File: src/rtl/spg_pkg.sv
package spg_pkg;

  // Fast edge (counted from the coincident edge) nearest the middle of slow
  // slot k, for a ratio of q / frac fast cycles per slow cycle. A remainder of
  // exactly frac is a tie and rounds down to the earlier edge.
  function automatic int slot_edge(input int q, input int k, input int frac);
    int num;
    num = (2 * k + 1) * q;
    return (num + frac - 1) / (2 * frac);
  endfunction

endpackage

File: src/rtl/spg_ratio_table.sv
module spg_ratio_table #(
  parameter int Q_W   = 5,
  parameter int Q_MIN = 8,
  parameter int Q_MAX = 21,
  parameter int SLOTS = 4,
  parameter int FRAC  = 4
) (
  input  logic                        clk,
  input  logic                        rst,
  input  logic [Q_W-1:0]              ratio_q,
  output logic [Q_W-1:0]              q_eff,
  output logic [SLOTS-1:0][Q_W-1:0]   pos
);

  logic [Q_W-1:0]            q_clamp;
  logic [SLOTS-1:0][Q_W-1:0] pos_n;

  always_comb begin
    if (ratio_q < Q_W'(Q_MIN))
      q_clamp = Q_W'(Q_MIN);
    else if (ratio_q > Q_W'(Q_MAX))
      q_clamp = Q_W'(Q_MAX);
    else
      q_clamp = ratio_q;
  end

  always_comb begin
    for (int k = 0; k < SLOTS; k++)
      pos_n[k] = Q_W'(spg_pkg::slot_edge(int'(q_clamp), k, FRAC));
  end

  always_ff @(posedge clk) begin
    if (rst) begin
      q_eff <= Q_W'(Q_MIN);
      pos   <= '0;
    end else begin
      q_eff <= q_clamp;
      pos   <= pos_n;
    end
  end

endmodule

File: src/rtl/spg_phase_ctr.sv
module spg_phase_ctr #(
  parameter int Q_W = 5
) (
  input  logic           clk,
  input  logic           rst,
  input  logic           align,
  input  logic [Q_W-1:0] q_eff,
  output logic [Q_W-1:0] phase,
  output logic           armed
);

  logic last_phase;

  assign last_phase = (phase >= q_eff - Q_W'(1));

  always_ff @(posedge clk) begin
    if (rst) begin
      phase <= '0;
      armed <= 1'b0;
    end else if (align) begin
      phase <= '0;
      armed <= 1'b1;
    end else if (armed) begin
      phase <= last_phase ? '0 : phase + Q_W'(1);
    end
  end

endmodule

File: src/rtl/spg_pulse_match.sv
module spg_pulse_match #(
  parameter int Q_W   = 5,
  parameter int SLOTS = 4
) (
  input  logic                      clk,
  input  logic                      rst,
  input  logic                      armed,
  input  logic [Q_W-1:0]            phase,
  input  logic [SLOTS-1:0][Q_W-1:0] pos,
  output logic                      sync_en
);

  logic [SLOTS-1:0] hit_v;

  for (genvar k = 0; k < SLOTS; k++) begin : g_slot
    assign hit_v[k] = (phase == pos[k]);
  end

  always_ff @(posedge clk) begin
    if (rst) sync_en <= 1'b0;
    else     sync_en <= armed && (|hit_v);
  end

endmodule

File: src/rtl/ratio_sync_pulse_gen.sv
module ratio_sync_pulse_gen #(
  parameter int Q_W   = 5,
  parameter int Q_MIN = 8,
  parameter int Q_MAX = 21,
  parameter int SLOTS = 4,
  parameter int FRAC  = 4
) (
  input  logic           clk,
  input  logic           rst,
  input  logic           align,
  input  logic [Q_W-1:0] ratio_q,
  output logic           sync_en
);

  logic [Q_W-1:0]            q_eff;
  logic [SLOTS-1:0][Q_W-1:0] pos;
  logic [Q_W-1:0]            phase;
  logic                      armed;

  spg_ratio_table #(
    .Q_W(Q_W), .Q_MIN(Q_MIN), .Q_MAX(Q_MAX), .SLOTS(SLOTS), .FRAC(FRAC)
  ) u_table (
    .clk(clk), .rst(rst), .ratio_q(ratio_q), .q_eff(q_eff), .pos(pos)
  );

  spg_phase_ctr #(.Q_W(Q_W)) u_phase (
    .clk(clk), .rst(rst), .align(align), .q_eff(q_eff),
    .phase(phase), .armed(armed)
  );

  spg_pulse_match #(.Q_W(Q_W), .SLOTS(SLOTS)) u_match (
    .clk(clk), .rst(rst), .armed(armed), .phase(phase), .pos(pos),
    .sync_en(sync_en)
  );

endmodule

File: config.mk
export PLATFORM = sky130hd
export DESIGN_NAME = ratio_sync_pulse_gen
export DESIGN_NICKNAME = d
export VERILOG_FILES = /design/src/rtl/spg_pkg.sv /design/src/rtl/spg_ratio_table.sv /design/src/rtl/spg_phase_ctr.sv /design/src/rtl/spg_pulse_match.sv /design/src/rtl/ratio_sync_pulse_gen.sv
export SDC_FILE = /design/constraint.sdc
export NUM_CORES = 1
export LEC_CHECK = 0
export BUFFER_PORTS_ARGS = -buffer_cell sky130_fd_sc_hd__buf_2
export CAP_MARGIN = 30
export CORE_ASPECT_RATIO = 0.7
export CORE_MARGIN = 3
export CORE_UTILIZATION = 67
export CTS_BUF_LIST = sky130_fd_sc_hd__clkbuf_2
export DETAILED_ROUTE_END_ITERATION = 6
export GPL_TIMING_DRIVEN = 0
export MAX_ROUTING_LAYER = met4
export PLACE_DENSITY_LB_ADDON = 0.3
export SETUP_SLACK_MARGIN = 0.2
export SLEW_MARGIN = 20
export SYNTH_ARGS = -nofsm -noshare
export SYNTH_HDL_FRONTEND = slang
export SYNTH_SLANG_ARGS = --single-unit
File: constraint.sdc
create_clock -name clk -period 7.2 [get_ports clk]
set_input_delay 0.72 -clock clk [delete_from_list [all_inputs] [get_ports clk]]
set_output_delay 0.72 -clock clk [all_outputs]
set_load 0.005 [all_outputs]
# Yosys cells after proc, flatten, opt, wreduce, memory -nomap -nowiden
# Cells that the tools add are included.
dict set report word_totals {
  inputBits 8
  elab_cells 46
  ff_bits 32
  out_inout_bits 1
}
dict set report op_classes {
  mul 3
  n_eq_ne 4
  add_sub_neg 14
  magnitude_cmp 3
  n_mux 3
  n_reduce_logical 7
  bitwise_logic 4
}
# op count
set op_table {}
lappend op_table {{$add 32x4->32 const B} 3}
lappend op_table {{$sub 32x2->32 const B} 3}
lappend op_table {{$add 5x1->5} 4}
lappend op_table {{$eq 5x5->1} 4}
lappend op_table {{$mul 3x5->8 const A} 2}
lappend op_table {{$mux 5} 3}
lappend op_table {{$reduce_or 3->1} 4}
lappend op_table {{$mul 2x5->7 const A} 1}
lappend op_table {{$sub 6x1->7 const B} 1}
lappend op_table {{$add 5x3->6 const B} 1}
lappend op_table {{$add 5x1->5 const B} 1}
lappend op_table {{$ge 5x5->1} 1}
lappend op_table {{$gt 5x5->1 const B} 1}
lappend op_table {{$lt 5x4->1 const B} 1}
lappend op_table {{$sub 5x1->5 const B} 1}
lappend op_table {{$and 1x1->1} 4}
lappend op_table {{$reduce_or 4->1} 1}
lappend op_table {{$reduce_or 2->1} 1}
lappend op_table {{$logic_and 1x1->1} 1}

# Logic depth before layout (Yosys ltp)
dict set report depth {
  ltp_word 9
  mapped_depth 13
  depth_no_buf 13
}

# By module
# A second synthesis with hierarchy kept.
dict set report unflattened {
  cells_unflattened 253
  hier_area_um2 2262.2
}
# mod n_inst cells_per_inst seq_area_each_um2 area_each_um2
set modules_own_cells {}
lappend modules_own_cells {spg_ratio_table 1 169 440.4 1552.7}
lappend modules_own_cells {spg_phase_ctr 1 52 120.1 456.7}
lappend modules_own_cells {spg_pulse_match 1 32 20.0 252.7}

# Least setup slack after synthesis
# No wires, ideal clock.
dict set report synth_path {
  path_kind {input -> register}
  start {input port ratio_q[4]}
  end {register u_table.pos[19] (netlist name)}
  cell_stages 13
  n_path_buf 1
  setup_slack_ps 3637
  arrival_time_ps 3435
  path_cell_list {buf_4 > mux2_2 > nand2_1 > inv_1 > fa_1 > ha_1 > fa_1 > a21o_1 > a21oi_1 > xnor2_1 > nand4_1 > xnor2_1 > nor2_1}
}
dict set report synth_between {
  elab_chain_cells 9
  word_cells_on_any_way 10
  cone_classes {add/sub: 3; mul: 1; order compare: 2; mux: 2; bitwise: 1; reduce/logical: 1}
}
# element line
set synth_rtl {}
lappend synth_rtl {{from (decl)} ratio_sync_pulse_gen.sv:11} ;# input logic [Q_W-1:0] ratio_q,
lappend synth_rtl {{$gt 5x5->1} spg_ratio_table.sv:21} ;# else if (ratio_q > Q_W'(Q_MAX))
lappend synth_rtl {{$mux 5} spg_ratio_table.sv:21}
lappend synth_rtl {{$mux 5 *} spg_ratio_table.sv:19} ;# if (ratio_q < Q_W'(Q_MIN))
lappend synth_rtl {{net u_table.q_clamp[1]} spg_ratio_table.sv:15} ;# logic [Q_W-1:0] q_clamp;
lappend synth_rtl {{$mul 3x5->8 *} spg_pkg.sv:8} ;# num = (2 * k + 1) * q;
lappend synth_rtl {{$add 32x4->32 *} spg_pkg.sv:9} ;# return (num + frac - 1) / (2 * frac);
lappend synth_rtl {{$sub 32x2->32 *} spg_pkg.sv:9}
lappend synth_rtl {{$reduce_or 3->1 (no source line)} --}
lappend synth_rtl {{$and 1x1->1 (no source line)} --}
lappend synth_rtl {{$add 5x1->5 (no source line) *} --}
lappend synth_rtl {{to (signal assigned)} spg_ratio_table.sv:38} ;# pos <= pos_n;
lappend synth_rtl {{to (decl)} spg_ratio_table.sv:12} ;# output logic [SLOTS-1:0][Q_W-1:0] pos
# The timed path passes the listed nets; every way through them passes the cells marked *.
# A chain may end at the register's enable or synchronous reset.

# Final worst setup path
# Same ends and word-level chain as after synthesis.

==> summary.md <==
| Metric | Value |
|---|---|
| Status | `finished clean` |
| Die Y | `~54 um` |
| CP startpoint kind | `input pin` |
| P per Cell Area | `around 180 mW/mm2` |
| Top Usage Layer GRT | `met2` |
| Worst skew pair latency | `~0.36 ns` |
| Total Power | `0.000435 W` |
| First drt pass iteration count | `4` |
| Number of synthesized flops with an enable pin | `0` |
| Worst path cell trace | `buf_2 -> buf_4 -> mux2_2 -> nand2_1 -> inv_1 -> fa_1 -> ha_1 -> fa_1 -> a21o_1 -> a21oi_1 -> xnor2_1 -> nand4_1 -> xnor2_1 -> nor2_1` |
| Top FF cell, synth | `dfxtp_1` |
| RSZ-0062 raised after global routing | `false` |
| Post-CTS Setup Inserts | `0` |
| Slowest Stage Delay on Critical Path | `0.48 ns` |
| First-pass GRT wire length | `approximately 6900 um` |
| Met1 Use GR | `roughly a third` |
| Final GP Congestion | `0.849` |
| Cell Rows | `16` |
| Worst Path Required | `roughly 7.4 ns` |
| GRT Total Usage | `between 20% and 30%` |
| Delay-heaviest family, CP | `adder cells` |
| CTS root buffer | `clkbuf_2` |
| Mapped Cells | `between 200 and 250` |
| Slew Viols, Final | `0` |
| Wirelength per Cell | `around 14 um` |
| Synth cell types | `47` |
| Async SR Flop Fraction | `0%` |
| VDD IR max | `~0.00014 V` |
| Layout Cell Area excl Fill | `around 0.0024 mm2` |
| Number of DRC markers in iteration 0 | `112` |
| Sum Neg Setup Slack | `0 ns` |
| Crit path kind | `in2reg` |
| Met3 Usage GRT | `under 10%` |
| Number of I/O pins | `9` |
| Max Freq | `267 MHz` |
| Yosys warning count | `0` |
| GRT Residual Overflow | `0` |
| Syn-to-layout area delta | `5.08%` |
| Drt drc | `0` |
| Placed insts | `293` |
| Die Width | `75.1 um` |
| Clock Skews | `around 0.020 ns` |
| Worst hold path type | `reg2reg` |
| DIE AREA | `approximately 0.0041 mm2` |
| Starting Density | `between 70% and 80%` |
| Part of the cycle the worst path needs | `52.0%` |
| Max stage delay cell, worst path | `fa_1` |
| Worst Path Buf+Inv | `3` |
| Tightest Pin Transition | `between 0.4 and 0.5 ns` |
| Met2 Resource Use GR | `roughly a third` |
| Max-cap violations | `0` |
| Post-synthesis sequential area ratio | `between 20 and 30%` |
| CTS tree | `yes` |
| CTS Hold Bufs | `0` |
| Post-Layout Cell Count | `299` |
| I/O Buffers | `8` |
| Max clock buf depth | `2` |
| CP max FO | `10` |
| Post-Syn Area | `0.00224 mm2` |
| Syn nets | `around 290` |
| DP Area | `around 0.0023 mm2` |
| Pin count of the biggest net entering global routing | `11` |
| Ant diodes | `0` |
| Final number of hold-violating endpoints | `0` |
| Post-CTS sizing | `0` |
| DRT Wirelength | `a little over 4000 um` |
| Core area | `about 0.003 mm2` |
| Post-layout minimum cycle time | `~3.7 ns` |
| Layout cells sized above 1 | `approximately 13%` |
| Leak Pwr | `approximately 1.1 nW` |
| Nets | `between 300 and 400` |
| Yosys reg bits | `30` |
| Vias | `between 1,500 and 2,000` |
| Cts bufs inserted | `5` |
| Clock Sinks | `30` |
| Detailed Place HPWL | `~3300 um` |
| Antenna violations before repair | `0` |
| CP Capture Type | `flip-flop` |
| Routed vias/inst | `5.68` |
| CP arrival | `3.98 ns` |
| Fin util | `between 70% and 80%` |
| Vias in the first global route | `approximately 1,500` |
| Clock transition at path regs | `about 0.15 ns` |
| H-Tree Depth | `2` |
| Post-route ant nets | `0` |
| Final number of setup-violating endpoints | `0` |
| Mean Syn Cell Area | `between 8 and 9 um2` |
| Slew headroom | `between 60% and 70%` |
final cells by class:
class | count | area, um2
Fill cell | 207 | 629
Tap cell | 36 | 45.0
Sequential cell | 30 | 601
Clock buffer | 5 | 25.0
Multi-Input combinational cell | 189 | 1500
Clock inverter | 1 | 3.75
Inverter | 19 | 71.3
Timing Repair Buffer | 8 | 40.0
Buffer | 11 | 70.1
layer usage:
layer  part of all wire [%]  wire length (um)
met1                     49              2020
met3                    6.6               271
met4                    1.9                76
met5                      0                 0
met2                     42              1730
synthesized netlist by cell type, types with 2 or more instances:
library cell | n | area, um2
dfxtp_1 | 30 | 601
xnor2_1 | 25 | 219
ha_1 | 24 | 300
nor2_1 | 24 | 90.1
xor2_1 | 18 | 158
inv_1 | 17 | 63.8
nand2_1 | 13 | 48.8
a21oi_1 | 12 | 60.1
nor3_1 | 12 | 60.1
fa_1 | 7 | 140
nand3_1 | 5 | 25.0
a21o_1 | 4 | 30.0
buf_2 | 4 | 20.0
clkbuf_1 | 4 | 15.0
a31oi_1 | 3 | 18.8
nand2b_1 | 3 | 18.8
nand3b_1 | 3 | 22.5
nor2b_1 | 3 | 18.8
o21ai_0 | 3 | 15.0
a21oi_2 | 2 | 17.5
and2b_1 | 2 | 15.0
clkbuf_8 | 2 | 27.5
inv_2 | 2 | 7.51
mux2_2 | 2 | 22.5
nand4_1 | 2 | 12.5
nor3b_1 | 2 | 15.0
layout by cell type, fill, tap and decap left out, types with 2 or more instances in the layout:
cell and instances:
clkbuf_1 4, nor3_1 12, a21oi_1 12, nand2_1 13, inv_1 17, buf_2 12
nand2b_1 3, nand4_1 2, nand3_1 5, nor2b_1 3, inv_2 2, nor3b_1 2
and2b_1 2, nor2_1 24, dfxtp_1 30, mux2_2 2, clkbuf_8 2, nand3b_1 3
ha_1 24, xor2_1 18, a31oi_1 3, o21ai_0 3, a21o_1 4, xnor2_1 25
fa_1 7, clkbuf_2 5, a21oi_2 2
final timing paths:
path,cells after the start,startpoint,endpoint,slack (ns)
setup / recovery,14,ratio_q[4],u_table.pos[19],3.46
hold reg to reg,3,u_table.pos[2],u_match.sync_en,0.56
hold / removal,3,u_table.pos[2],u_match.sync_en,0.56
setup reg to reg,8,u_table.q_eff[0],u_phase.phase[3],5.17
worst reg2reg max path, cell delays in order, from the launching register on:
cell       delay, ns
dfxtp_1         0.33
inv_1           0.07
ha_1            0.17
nor3b_1         0.23
xnor2_1         0.16
ha_1            0.27
a21oi_1         0.14
o21ai_1         0.16
a2111oi_0       0.41
where the power goes:
group	switching, W	leakage [nW]	internal [W]
combinational	0.0000894	0.815	0.0000781
clock	0.0000518	0.0223	0.0000193
sequential	0.0000102	0.248	0.000186
kinds of logic after synthesis:
logic type / count (synthesis) / synth area share [%]
mux: 2 / 1.01
buf+inv: 30 / 6.31
xor+xnor: 44 / 17.5
simple gates: 77 / 18.1
flops: 30 / 26.8
fa+ha+maj: 31 / 19.7
compound gates: 35 / 10.6
metrics by stage:
step | hold WS (ns) | worst slack (ns)
3_3_place_gp | 0.553 | 3.14
2_1_floorplan | 0.517 | 3.64
3_5_place_dp | 0.564 | 3.08
4_1_cts | 0.565 | 3.46
6_report | 0.564 | 3.46
5_1_grt | 0.573 | 3.27
flip-flops by register name, indices dropped and copies added (netlist names):
register / cells
u_phase.phase: 5
u_table.pos: 18
u_phase.armed: 1
u_match.sync_en: 1
u_table.q_eff: 5
No activity file was read; power rests on OpenSTA's default activity.
